--- src/rtl/cal_seq_pkg.sv ---
package cal_seq_pkg;

    typedef enum logic [1:0] {
        SW_OPEN = 2'd0,
        SW_SIG  = 2'd1,
        SW_GND  = 2'd2
    } sw_state_t;

    function automatic sw_state_t sel_to_target(input logic gnd, input logic iso);
        if (!gnd)
            return SW_SIG;
        else if (iso)
            return SW_OPEN;
        else
            return SW_GND;
    endfunction

endpackage

--- src/rtl/cal_switch_ctl.sv ---
module cal_switch_ctl
    import cal_seq_pkg::*;
(
    input  logic      clk,
    input  logic      rst,
    input  logic      sel_gnd,
    input  logic      sel_iso,
    input  logic      lock,
    output sw_state_t state,
    output sw_state_t target,
    output logic      sig_en_n,
    output logic      gnd_en_n
);

    sw_state_t tgt_q;
    sw_state_t st_q;

    // target follows the selects unless a calibration holds it
    always_ff @(posedge clk) begin
        if (rst)
            tgt_q <= SW_OPEN;
        else if (!lock)
            tgt_q <= sel_to_target(sel_gnd, sel_iso);
    end

    // break before make: a closed switch always passes through OPEN
    always_ff @(posedge clk) begin
        if (rst)
            st_q <= SW_OPEN;
        else if (st_q != tgt_q) begin
            if (st_q == SW_OPEN)
                st_q <= tgt_q;
            else
                st_q <= SW_OPEN;
        end
    end

    always_comb begin
        state    = st_q;
        target   = tgt_q;
        sig_en_n = (st_q != SW_SIG);
        gnd_en_n = (st_q != SW_GND);
    end

    assert_bbm_sig_R5: assert property (@(posedge clk) disable iff (rst)
        $past(st_q) == SW_SIG |-> st_q != SW_GND);
    assert_bbm_gnd_R5: assert property (@(posedge clk) disable iff (rst)
        $past(st_q) == SW_GND |-> st_q != SW_SIG);
    assert_lock_R9: assert property (@(posedge clk) disable iff (rst)
        lock && $past(lock) |-> $stable(tgt_q));

endmodule

--- src/rtl/cal_chan_track.sv ---
module cal_chan_track (
    input  logic clk,
    input  logic rst,
    input  logic clr,
    input  logic arm,
    input  logic done_in,
    output logic have
);

    logic seen_q;

    always_ff @(posedge clk) begin
        if (rst || clr)
            seen_q <= 1'b0;
        else if (arm && done_in)
            seen_q <= 1'b1;
    end

    always_comb have = seen_q | (arm & done_in);

    assert_keep_R8: assert property (@(posedge clk) disable iff (rst)
        arm && seen_q && !clr |=> seen_q);
    assert_idle_R10: assert property (@(posedge clk) disable iff (rst)
        !arm && !seen_q |=> !seen_q);

endmodule

--- src/rtl/cal_seq_top.sv ---
module cal_seq_top
    import cal_seq_pkg::*;
#(
    parameter int N_CH = 2
) (
    input  logic            clk,
    input  logic            rst,
    input  logic            sel_gnd,
    input  logic            sel_iso,
    input  logic            cal_req,
    input  logic [N_CH-1:0] ch_done,
    output logic            sig_en_n,
    output logic            gnd_en_n,
    output logic            cal_strobe,
    output logic            busy,
    output logic            cal_done,
    output logic            cal_err
);

    sw_state_t       sw_st;
    sw_state_t       sw_tgt;
    logic            busy_q, strobe_q, done_q, err_q;
    logic [N_CH-1:0] have;
    logic            accept, all_done;

    cal_switch_ctl u_sw (
        .clk      (clk),
        .rst      (rst),
        .sel_gnd  (sel_gnd),
        .sel_iso  (sel_iso),
        .lock     (busy_q),
        .state    (sw_st),
        .target   (sw_tgt),
        .sig_en_n (sig_en_n),
        .gnd_en_n (gnd_en_n)
    );

    for (genvar c = 0; c < N_CH; c++) begin : g_ch
        cal_chan_track u_trk (
            .clk     (clk),
            .rst     (rst),
            .clr     (accept),
            .arm     (busy_q),
            .done_in (ch_done[c]),
            .have    (have[c])
        );
    end

    always_comb begin
        accept   = cal_req && !busy_q && (sw_st == SW_GND) && (sw_tgt == SW_GND);
        all_done = busy_q && (&have);
    end

    always_ff @(posedge clk) begin
        if (rst) begin
            strobe_q <= 1'b1;
            busy_q   <= 1'b0;
            done_q   <= 1'b0;
            err_q    <= 1'b0;
        end else begin
            done_q <= 1'b0;
            err_q  <= 1'b0;
            if (accept) begin
                strobe_q <= 1'b0;
                busy_q   <= 1'b1;
            end else if (cal_req) begin
                err_q <= 1'b1;
            end
            if (all_done) begin
                strobe_q <= 1'b1;
                busy_q   <= 1'b0;
                done_q   <= 1'b1;
            end
        end
    end

    always_comb begin
        cal_strobe = strobe_q;
        busy       = busy_q;
        cal_done   = done_q;
        cal_err    = err_q;
    end

    assert_fall_grounded_R6: assert property (@(posedge clk) disable iff (rst)
        $fell(cal_strobe) |-> !gnd_en_n && sig_en_n);
    assert_err_no_start_R7: assert property (@(posedge clk) disable iff (rst)
        cal_err |-> !$rose(busy));
    assert_done_pulse_R8: assert property (@(posedge clk) disable iff (rst)
        cal_done |=> !cal_done);
    assert_busy_end_R8: assert property (@(posedge clk) disable iff (rst)
        $fell(busy) |-> cal_done && cal_strobe);
    assert_hold_switch_R9: assert property (@(posedge clk) disable iff (rst)
        busy && $past(busy) |-> $stable(gnd_en_n) && $stable(sig_en_n));

endmodule

--- config.mk ---
export PLATFORM = sky130hd
export DESIGN_NAME = cal_seq_top
export DESIGN_NICKNAME = d
export VERILOG_FILES = /design/src/rtl/cal_seq_pkg.sv /design/src/rtl/cal_switch_ctl.sv /design/src/rtl/cal_chan_track.sv /design/src/rtl/cal_seq_top.sv
export SDC_FILE = /design/constraint.sdc
export NUM_CORES = 1
export LEC_CHECK = 0
export BUFFER_PORTS_ARGS = -buffer_cell sky130_fd_sc_hd__buf_2
export CAP_MARGIN = 5
export CELL_PAD_IN_SITES_DETAIL_PLACEMENT = 0
export CELL_PAD_IN_SITES_GLOBAL_PLACEMENT = 2
export CORE_UTILIZATION = 28
export DETAILED_ROUTE_END_ITERATION = 7
export HOLD_SLACK_MARGIN = 0.05
export PLACE_DENSITY = 0.85
export SLEW_MARGIN = 20
export SYNTH_ARGS = -nofsm -noshare
export SYNTH_HDL_FRONTEND = slang
export SYNTH_SLANG_ARGS = --single-unit
--- constraint.sdc ---
create_clock -name clk -period 2.17 [get_ports clk]
set_clock_uncertainty 0.15 [all_clocks]
set_input_delay 0.217 -clock clk [delete_from_list [all_inputs] [get_ports clk]]
set_output_delay 0.217 -clock clk [all_outputs]
set_load 0.005 [all_outputs]
* Word-level counts from Yosys, hierarchy flattened
Cells that the tools add are included.
Storage, ports and cells: register bits after elaboration 10, input port bits 7, output and inout port bits 6, word-level logic and storage cells 34
Operators by class: equality and inequality tests 5, multiplexer cells 5, bitwise operators 4, reduce and logical (&&, ||, !) cells 12
Operators by type and width (number):
- $logic_and 1x1->1 | 6
- $mux 2 | 3
- $eq 2x2->1 const B | 2
- $reduce_or 2->1 | 2
- $and 1x1->1 | 2
- $logic_not 2->1 | 1
- $mux 1 | 2
- $ne 2x1->1 const B | 1
- $ne 2x2->1 | 1
- $ne 2x2->1 const B | 1
- $or 1x1->1 | 2
- $reduce_and 2->1 | 1
- $logic_not 1->1 | 1
- $logic_or 1x1->1 | 1

* Longest topological paths before layout
depth after elaboration 5, mapped depth 4, gate-level depth less buffers 3

* Cells and area by module
A second synthesis with hierarchy kept.
Second synthesis, totals: cell total of the unflattened synthesis 39, area total of the unflattened synthesis 395.4 um2
Modules (own cells, without submodules):
- cal_switch_ctl | instances 1, cells each 20, area each 172.7 um2, sequential area each 80.1 um2
- cal_seq_top | instances 1, cells each 13, area each 142.6 um2, sequential area each 80.1 um2
- cal_chan_track | instances 2, cells each 3, area each 40.0 um2, sequential area each 20.0 um2

* Least setup slack after synthesis
No wires, ideal clock.
path kind register to register, from reg busy_q, in the netlist busy, to reg strobe_q, in the netlist cal_strobe, setup time 129 ps, data arrival time 899 ps, required time 1891 ps, setup slack 992 ps, cell stages (with the launch flop) 4, buffers on the path 1, clock period less this slack 1178 ps, cell sequence dfxtp_1 buf_2 nor4_4 o21ai_0
On the way: longest elaborated chain between the ends 5, elaborated cells on any way between the ends 11, classes of those cells bitwise (4); reduce/logical (7)
Ends and longest elaborated chain:
- start, declared | RTL line cal_seq_top.sv:22 | logic busy_q, strobe_q, done_q, err_q;
- start signal, assigned | RTL line cal_seq_top.sv:57 | busy_q <= 1'b0;
- start signal, assigned | RTL line cal_seq_top.sv:65 | busy_q <= 1'b1;
- start signal, assigned | RTL line cal_seq_top.sv:71 | busy_q <= 1'b0;
- $and 1x1->1 | RTL line cal_chan_track.sv:19 | always_comb have = seen_q | (arm & done_in);
- $or 1x1->1 | RTL line cal_chan_track.sv:19
- $reduce_and 2->1 | RTL line cal_seq_top.sv:51 | all_done = busy_q && (&have);
- $logic_and 1x1->1 | RTL line cal_seq_top.sv:51
- $reduce_or 2->1 (no source line)
- end signal, assigned | RTL line cal_seq_top.sv:56 | strobe_q <= 1'b1;
- end signal, assigned | RTL line cal_seq_top.sv:64 | strobe_q <= 1'b0;
- end signal, assigned | RTL line cal_seq_top.sv:70 | strobe_q <= 1'b1;
- end, declared | RTL line cal_seq_top.sv:22
Several ways; a longest one is shown, not always the timed one. A chain may end at the register's enable or synchronous reset.

* Worst setup path in the final report
from reg busy_q, in the netlist busy, to out busy
RTL lines:
- end, declared | RTL line cal_seq_top.sv:15 | output logic busy,
No word-level cell between the ends.

==> metrics <==
status=complete, no violations; initial drt markers=5; vias in the first global route=203; WHS Endpoint=cal_err; Layout Cells excl Fill=68; Final Hold Viols=0; global-route wire length before repair=897 µm; Final period util=61.4%; final setup vio count=0; Worst EP required=1800 ps; reg-to-reg slack, setup=910 ps; Mapped Nets=46; Placer Congestion=0.626; clk_lat worst skew=260 ps; clock share of power=43.6%; Critical Path Source=busy; Net Sw Frac=20.3%; top-count cell post-synth=dfxtp_1; leakage=0.198 nW; CTS resizes=0; initial core utilization=30.0%; crit path DAT=970 ps; cell with the largest stage delay on the worst path=dfxtp_1; layout cells sized above 1=34.0%; Hold Path Stages=2; Post-CTS Setup Repair Bufs=0; vias=311; syn avg cell area=9.88 µm²; Final WS setup=837 ps; Achievable Freq=750 MHz; RSZ-0062 raised after global routing=false; Ant. Diodes=0; CP max stage delay=530 ps; number of synthesized flops with an enable pin=0; Post-CTS Hold Fix Bufs=0; total track usage=9.71%; die area=1530 µm²; clock buffer depth=2; Rel. slew slack=76.7%; Buf/Inv on CP=1; Ports=13; Worst Setup Start Kind=flip-flop; HPWL Detailed=480 µm; via/cell ratio=4.57; Int Power=0.301 mW; Synth Instances=39; max_cap viols=0; Reg clk slew, reported paths=70 ps; Synth top area share=51.9%; crit path capture type=output pin; Flop pwr share=50.9%; placed cells=64; largest net degree at the start of global routing=11; routed wire length per instance=9.82 µm; Routed WL=668 µm; Hold Startpoint=cal_req; CP top delay family=flip-flops; H-tree Lvls=1; number of detailed-route iterations in the first pass=4; Net Switching=0.0768 mW; #FFs+latches synth=10; Critical Path, Cell by Cell=buf_2; number of remaining DRC errors=0; Synth Warn #=0; PortBufs=12; total gr overflow=0; crit path time final=1330 ps; logic gate share of total power=5.5%; worst slack, placed=923 ps; # rows=13; Crit Path Max Fanout=10; post-synth cell types=17; setup_tns=0 ps; Slew Viols, Final=0; Main synth FF type=dfxtp_1; synthesized cell area=385 µm²; Hold Slack=78.5 ps; core area=1280 µm²; TritonCTS clock tree=done; die width=39.1 µm; ranking of synthesized cells by area=dfxtp_1 52%, nor3b_1 7.8%, nor4_4 5.5%; Antenna Violating Nets Remaining=0; nets=61; Synth-to-Final Area Change=27.6%; register area share after synthesis=51.9%; Tightest Hold Check Type=in2reg; PwrDens=768 nW/µm²; reg-to-reg startpoint=busy; R2R cell count=3; post-synth top area cell=dfxtp_1; worst slew pin tran=350 ps; Crit Path Category=reg2out; peak supply drop=0.348 mV; Reg-to-Reg End=busy; synth cell count leaders=10 x dfxtp_1, 4 x a21oi_1, 4 x nor2_1, 4 x nor3b_1, 3 x nand2_1; initial antenna violation count=0; die height=39.1 µm; post-layout util=38.3%; CTS Buf Count=3; clk sink count=10; ys async rst share=0%; Clock Root Buffer=clkbuf_4
layout make-up:
cell class,count,area [µm²]
Timing Repair Buffer,12,60.1
Fill cell,136,793
Inverter,1,3.75
Multi-Input combinational cell,26,173
Sequential cell,10,200
Tap cell,15,18.8
Clock buffer,4,36.3
kinds of logic (layout without fill, tap and decap cells):
family | after synthesis | in the layout | synth area share (%)
and+or+nand+nor | 17 | 17 | 29.5
DFF | 10 | 10 | 51.9
AOI/OAI and AO/OA | 7 | 7 | 10.7
buffers and inverters | 3 | 17 | 3.24
xor gates and xnor gates | 2 | 2 | 4.55
power by group through the flow:
stage	logic, mW	clock network, mW	registers [mW]
finish	0.0206	0.165	0.192
CTS	0.0207	0.170	0.192
global placement	0.0207	0	0.196
detailed placement	0.0207	0	0.197
global route	0.0228	0.179	0.193
floorplan	0.0116	0	0.195
cell usage in the layout, fill, tap and decap left out:
cell type / count
clkbuf_8: 1
nor3_1: 2
o21ai_0: 1
nor4_4: 1
nand2_1: 3
nand2b_4: 1
nand2b_1: 1
xnor2_1: 2
nor3b_1: 4
o221ai_1: 1
clkbuf_4: 3
nor2b_1: 1
inv_1: 1
dfxtp_1: 10
nor2_1: 4
a21oi_1: 4
o21a_1: 1
buf_2: 12
sequential cells by signal (all words and copies together), names as in the netlist:
name and count:
cal_err 1, cal_done 1, u_sw.state 2, u_sw.target 2, g_ch.u_trk.seen_q 2, busy 1
cal_strobe 1
stage by stage:
step                power [mW]  instance area [µm²]
floorplan                0.207                  385
global placement         0.217                  455
detailed placement       0.217                  455
CTS                      0.383                  492
global route             0.395                  492
finish                   0.378                  492
worst max path at each step:
stage | to | cells past startpoint
3_3_place_gp | cal_strobe | 3
3_5_place_dp | busy | 3
2_1_floorplan | cal_strobe | 3
6_report | busy | 1
5_1_grt | busy | 1
4_1_cts | busy | 1
metal layers:
layer,vias to the layer above,wire (µm),global-route usage [%]
met5,-,0,0
met4,0,0,2.59
met3,0,77,8.67
met2,16,276,11.3
met1,134,314,12.6
li1,161,-,-
(Power assumes the default switching activity.)
